**src/rtl/alarm_cmp_pkg.sv**
```systemverilog
package alarm_cmp_pkg;
  localparam int NUM_FIELDS = 4;
  localparam int SEC_W      = 7;
  localparam int MIN_W      = 7;
  localparam int HOUR_W     = 6;
  localparam int DAY_W      = 6;
  localparam int WDAY_W     = 3;
  localparam int REG_W      = 8;
  localparam int DIS_BIT    = 7;
  localparam int FLAG_BIT   = 3;
  localparam int IE_BIT     = 1;

  // Strobes from the datapath to the control
  typedef struct packed {
    logic hitPulse;
    logic ctlWrite;
    logic wrFlagBit;
    logic wrIeBit;
  } dpStrobe_t;

  // State returned from the control to the datapath, used for readback
  typedef struct packed {
    logic flag;
    logic irqEn;
  } ctlState_t;

  function automatic logic [REG_W-1:0] fieldMask(input int idx);
    case (idx)
      0:       return REG_W'((1 << MIN_W) - 1);
      1:       return REG_W'((1 << HOUR_W) - 1);
      2:       return REG_W'((1 << DAY_W) - 1);
      default: return REG_W'((1 << WDAY_W) - 1);
    endcase
  endfunction
endpackage

```
**src/rtl/alarm_cmp_datapath.sv**
```systemverilog
module alarm_cmp_datapath
  import alarm_cmp_pkg::*;
#(
  parameter int ADDR_W   = 4,
  parameter int CTL_ADDR = 1,
  parameter int ALM_BASE = 9,
  parameter logic [REG_W-1:0] ALM_RST = 8'h80
) (
  input  logic                       clk,
  input  logic                       rstN,
  input  logic [SEC_W-1:0]           curSec,
  input  logic [MIN_W-1:0]           curMin,
  input  logic [HOUR_W-1:0]          curHour,
  input  logic [DAY_W-1:0]           curDay,
  input  logic [WDAY_W-1:0]          curWday,
  input  logic                       regWe,
  input  logic [ADDR_W-1:0]          regAddr,
  input  logic [REG_W-1:0]           regWrData,
  output logic [REG_W-1:0]           regRdData,
  input  ctlState_t                  ctlView,
  output dpStrobe_t                  dpStb,
  output logic [NUM_FIELDS-1:0]      almDis
);
  logic [NUM_FIELDS-1:0][REG_W-1:0] almReg;
  logic [NUM_FIELDS-1:0][REG_W-1:0] curField;
  logic [NUM_FIELDS-1:0]            fieldOk;
  logic [SEC_W-1:0]                 prevSec;
  logic                             minuteEdge;
  logic                             anyArmed;

  assign curField[0] = REG_W'(curMin);
  assign curField[1] = REG_W'(curHour);
  assign curField[2] = REG_W'(curDay);
  assign curField[3] = REG_W'(curWday);

  // Alarm register storage
  always_ff @(posedge clk) begin
    if (!rstN) begin
      for (int i = 0; i < NUM_FIELDS; i++) almReg[i] <= ALM_RST;
    end else if (regWe) begin
      for (int i = 0; i < NUM_FIELDS; i++)
        if (regAddr == ADDR_W'(ALM_BASE + i)) almReg[i] <= regWrData;
    end
  end

  // Seconds history for minute wrap detection
  always_ff @(posedge clk) begin
    if (!rstN) prevSec <= '0;
    else       prevSec <= curSec;
  end

  assign minuteEdge = (curSec == '0) && (prevSec != '0);

  // Per-field comparison, masked value bits only
  for (genvar g = 0; g < NUM_FIELDS; g++) begin : gCmp
    localparam logic [REG_W-1:0] M = fieldMask(g);
    assign almDis[g]  = almReg[g][DIS_BIT];
    assign fieldOk[g] = almDis[g] | ((almReg[g] & M) == (curField[g] & M));
  end

  assign anyArmed = ~&almDis;

  always_comb begin
    dpStb.hitPulse  = minuteEdge & anyArmed & (&fieldOk);
    dpStb.ctlWrite  = regWe && (regAddr == ADDR_W'(CTL_ADDR));
    dpStb.wrFlagBit = regWrData[FLAG_BIT];
    dpStb.wrIeBit   = regWrData[IE_BIT];
  end

  // Read mux
  always_comb begin
    regRdData = '0;
    if (regAddr == ADDR_W'(CTL_ADDR)) begin
      regRdData[FLAG_BIT] = ctlView.flag;
      regRdData[IE_BIT]   = ctlView.irqEn;
    end
    for (int i = 0; i < NUM_FIELDS; i++)
      if (regAddr == ADDR_W'(ALM_BASE + i)) regRdData = almReg[i];
  end
endmodule

```
**src/rtl/alarm_cmp_control.sv**
```systemverilog
module alarm_cmp_control
  import alarm_cmp_pkg::*;
(
  input  logic      clk,
  input  logic      rstN,
  input  dpStrobe_t dpStb,
  output ctlState_t ctlView,
  output logic      alarmIrqN
);
  logic flagQ;
  logic ieQ;

  always_ff @(posedge clk) begin
    if (!rstN) begin
      flagQ <= 1'b0;
      ieQ   <= 1'b0;
    end else begin
      if (dpStb.ctlWrite) ieQ <= dpStb.wrIeBit;
      // A new hit outranks a clearing write in the same cycle
      if (dpStb.hitPulse)                             flagQ <= 1'b1;
      else if (dpStb.ctlWrite && !dpStb.wrFlagBit)    flagQ <= 1'b0;
    end
  end

  assign ctlView.flag  = flagQ;
  assign ctlView.irqEn = ieQ;
  assign alarmIrqN     = ~(flagQ & ieQ);
endmodule

```
**src/rtl/alarm_cmp_top.sv**
```systemverilog
module alarm_cmp_top
  import alarm_cmp_pkg::*;
#(
  parameter int ADDR_W   = 4,
  parameter int CTL_ADDR = 1,
  parameter int ALM_BASE = 9,
  parameter logic [7:0] ALM_RST = 8'h80
) (
  input  logic              clk,
  input  logic              rstN,
  input  logic [6:0]        curSec,
  input  logic [6:0]        curMin,
  input  logic [5:0]        curHour,
  input  logic [5:0]        curDay,
  input  logic [2:0]        curWday,
  input  logic              regWe,
  input  logic [ADDR_W-1:0] regAddr,
  input  logic [7:0]        regWrData,
  output logic [7:0]        regRdData,
  output logic              alarmIrqN
);
  dpStrobe_t             dpStb;
  ctlState_t             ctlView;
  logic [NUM_FIELDS-1:0] almDis;

  alarm_cmp_datapath #(
    .ADDR_W(ADDR_W), .CTL_ADDR(CTL_ADDR), .ALM_BASE(ALM_BASE), .ALM_RST(ALM_RST)
  ) uDp (
    .clk(clk), .rstN(rstN),
    .curSec(curSec), .curMin(curMin), .curHour(curHour),
    .curDay(curDay), .curWday(curWday),
    .regWe(regWe), .regAddr(regAddr), .regWrData(regWrData),
    .regRdData(regRdData), .ctlView(ctlView), .dpStb(dpStb), .almDis(almDis)
  );

  alarm_cmp_control uCtl (
    .clk(clk), .rstN(rstN), .dpStb(dpStb), .ctlView(ctlView), .alarmIrqN(alarmIrqN)
  );
endmodule

```
**config.mk**
```make
export PLATFORM = sky130hd
export DESIGN_NAME = alarm_cmp_top
export DESIGN_NICKNAME = d
export VERILOG_FILES = /design/src/rtl/alarm_cmp_pkg.sv /design/src/rtl/alarm_cmp_datapath.sv /design/src/rtl/alarm_cmp_control.sv /design/src/rtl/alarm_cmp_top.sv
export SDC_FILE = /design/constraint.sdc
export NUM_CORES = 1
export LEC_CHECK = 0
export BUFFER_PORTS_ARGS = -buffer_cell sky130_fd_sc_hd__buf_2
export CORE_MARGIN = 3
export CORE_UTILIZATION = 51
export CTS_CLUSTER_DIAMETER = 50
export DETAILED_ROUTE_END_ITERATION = 12
export GPL_ROUTABILITY_DRIVEN = 0
export PLACE_DENSITY = 0.77
export SYNTH_ARGS = -nofsm -noshare
export SYNTH_HDL_FRONTEND = slang
export SYNTH_SLANG_ARGS = --single-unit
```
**constraint.sdc**
```tcl
create_clock -name clk -period 3 [get_ports clk]
set_input_delay 0.15 -clock clk [delete_from_list [all_inputs] [get_ports clk]]
set_output_delay 0.15 -clock clk [all_outputs]
set_load 0.02 [all_outputs]
```
==> metrics.log <==
INFO  metric start_kind = primary input
INFO  metric place.detailed.instances = 314
INFO  metric antenna_found_initial = 0
INFO  metric detailedRoute.firstIterationViolations = 105
INFO  metric synthesis.yosys.warnings = 0
INFO  metric total_die_area = 4890 um^2
INFO  metric worstSetupPathDepth = 6
INFO  metric min_path_type = in -> reg
INFO  metric finalSetupTns = 0 ns
INFO  metric cts_num_sinks = ~40
INFO  metric cp_slowest_stage_delay = 0.57 ns
INFO  metric global_route.usage.met1 = 0.255
INFO  metric grt.met3_usage = 0.0489
INFO  metric seq_area_frac_synth = 0.394
INFO  metric hold_viol = 0
INFO  metric vdd_drop_max = 323 uV
INFO  metric first_global_vias = 1687
INFO  metric synth_nets = 269
INFO  metric pwr_density_cell = 425 nW/um^2
INFO  metric cts_hold_buf = 0
INFO  metric boundaryPins = 53
INFO  metric row_count = 22
INFO  metric synth_enable_flop_cells = 0
INFO  metric buffer_ports.inserted = 52
INFO  metric grt.met2_usage = 0.328
INFO  metric timing_max_transition_violations_final = 0
INFO  metric slew_headroom = 0.586
INFO  metric totalWireLength = 4730 um
INFO  metric initial_cell_density_of_the_core = 0.548
INFO  metric antenna_cells = 0
INFO  metric number_of_buffers_added_by_the_clock_tree_synthesis_step = 5
INFO  metric critical_path.endpoint_type = output pin
INFO  metric max-clock-path-buffers = 2
INFO  metric clock-root-buffer = clkbuf_8
INFO  metric ff2ff_path_depth = 5
INFO  metric grt_max_degree = 42
INFO  metric crit_slowest_cell = nor2b_1
INFO  metric total_drc_errors_in_the_routed_layout = 0
INFO  metric routed-via-count = 1758
INFO  metric timing.fmax = 486 MHz
INFO  metric netlist_area = 2080 um^2
INFO  metric core-area = about 3800 um^2
INFO  metric worst_ep_required_time = between 2 and 3 ns
INFO  metric synthTopCellsByArea = dfxtp_1 39%, mux2i_1 12%, nor2b_1 6.9%
INFO  metric detail_routed_via_count_per_cell = 5.48
INFO  metric startpoint = regAddr[0]
INFO  metric clock_tree_from_tritoncts = done
INFO  metric critPathTopFamily = simple AND/OR/NAND/NOR gates
INFO  metric final_layout_size_suffix_gt1_frac = 0.227
INFO  metric critical_path.cell_chain = buf_2 > nor2b_1 > nor3b_1 > nand2_1 > a21oi_1 > buf_2
INFO  metric run_status = finished clean
INFO  metric post_synth_inst_count = 225
INFO  metric path_clk_slew = 0.07 ns
INFO  metric hold_path.startpoint = curSec[4]
INFO  metric areaGrowthSynthToFinish = 17.4%
INFO  metric synth_cell_types = 31
INFO  metric grt_remaining_overflow = 0
INFO  metric timing.max_cap.violations = 0
INFO  metric die_h = roughly 70 um
INFO  metric synth_area_per_cell = 9.26 um^2
INFO  metric report.final.setup_viol = 0
INFO  metric timing.rr.start = uDp.almReg[6]
INFO  metric synth_ff_type = dfxtp_1
INFO  metric setup.worst_path.class = in -> out
INFO  metric pre_cts_slack = 0.994 ns
INFO  metric dpl_wire_length = 3660 um
INFO  metric post_cts_resized = 0
INFO  metric final_cells = 321
INFO  metric total_leakage_power = between 1 and 1.5 nW
INFO  metric routed_wire_length_per_instance = 14.7 um
INFO  metric path_common_cell = buf_2
INFO  metric drtAntennaViolNets = 0
INFO  metric ff_to_ff_end = uCtl.flagQ
INFO  metric synth.ff_latch_count = 41
INFO  metric grt_first_pass_wirelength = between 7000 and 8000 um
INFO  metric final_net_count = 317
INFO  metric timing.clock.skew = 0.00653 ns
INFO  metric clkLatencyLatePin = 0.29 ns
INFO  metric grt.busiest_layer = met2
INFO  metric netlist.area_leader.share = 0.394
INFO  metric grt_util_all_layers = 0.199
INFO  metric path_buf_inv = 2
INFO  metric crit_share_post_route = 0.686
INFO  metric yosys-top-cells-count = 41 x dfxtp_1, 24 x mux2i_1, 24 x nand2_1
INFO  metric worst-r2r-setup-slack = approximately 1.1 ns
INFO  metric setup_repair_after_global_routing_missed_its_margin = false
INFO  metric min_period = 2.06 ns
INFO  metric cp_data_arrival_time = about 1.9 ns
INFO  metric synthArstFlopShare = 0
INFO  metric yosysMostFrequentCell = dfxtp_1
INFO  metric stdcell_area = 2450 um^2
INFO  metric critical_path.endpoint = regRdData[3]
INFO  metric tightestPinTransition = 0.619 ns
INFO  metric final_setup_margin = 0.943 ns
INFO  metric placedInstanceArea = around 2400 um^2
INFO  metric cts_max_level = 2
INFO  metric dr.pass1.iters = 4
INFO  metric cts_post_setup_buffers_inserted = 0
INFO  metric die_w = 69.9 um
INFO  metric yosysTopAreaCell = dfxtp_1
INFO  metric critical_path_fanouts_max = 12
==> flip-flops by register name (all words and copies together), names as in the netlist <==
name         count
uCtl.flagQ       1
uDp.almDis       4
uDp.almReg      28
uDp.prevSec      7
uCtl.ieQ         1
==> metrics by stage <==
| stage | util | total power [mW] | hold WS, ns |
|---|---|---|---|
| after floorplan | - | 0.637 | 0.272 |
| after global placement | 0.620 | 0.688 | 0.370 |
| after detailed placement | 0.620 | 0.690 | 0.372 |
| after CTS | 0.644 | 1.05 | 0.0723 |
| after global routing | 0.644 | 1.09 | 0.0832 |
| final | 0.644 | 1.04 | 0.0780 |
==> cells by family after synthesis <==
| kind of cell | count (synthesis) | share of synthesized area |
|---|---|---|
| buffers and inverters | 11 | 0.0228 |
| AOI/OAI and AO/OA | 32 | 0.101 |
| xor gates and xnor gates | 22 | 0.0925 |
| and+or+nand+nor | 87 | 0.231 |
| muxes | 32 | 0.159 |
| DFF | 41 | 0.394 |
==> power by group <==
part,internal [mW],switching [mW],leakage (nW)
clock,0.182,0.180,0.0433
sequential,0.555,0.00646,0.333
combinational,0.0546,0.0617,0.630
==> how the worst min path moves through the flow <==
stage	slack [ns]	end	cells after the start
2_1_floorplan	0.27	uDp.prevSec[0]	1
3_3_place_gp	0.37	uDp.prevSec[1]	2
3_5_place_dp	0.37	uDp.prevSec[4]	2
4_1_cts	0.07	uDp.prevSec[3]	2
5_1_grt	0.08	uDp.prevSec[3]	2
6_report	0.08	uDp.prevSec[4]	2
==> final cells by class <==
| cell class | instances | area, um^2 |
|---|---|---|
| fill | 340 | 1350 |
| multi-input combinational | 173 | 1210 |
| sequential | 41 | 821 |
| timing repair buffer | 52 | 260 |
| clock buffer | 6 | 82.6 |
| tap | 48 | 60.1 |
| clock inverter | 1 | 7.51 |
==> layer usage <==
layer  up-vias  routed length (um)
met4         0                  65
met1       815                2130
li1        876                   -
met5         -                   0
met3         8                 333
met2        59                2190
==> cells in the final DEF, fill, tap and decap left out, types with 6 or more instances in the layout <==
| cell type | count |
|---|---|
| dfxtp_1 | 41 |
| buf_2 | 52 |
| xnor2_1 | 10 |
| xor2_1 | 12 |
| nand3_1 | 12 |
| nand2_1 | 24 |
| a22oi_1 | 8 |
| mux2_1 | 8 |
| nor2b_1 | 23 |
| o21ai_1 | 8 |
| a21boi_1 | 9 |
| clkbuf_8 | 6 |
| mux2i_1 | 24 |
| and2_1 | 8 |
Power figures use the tool's default switching activity.
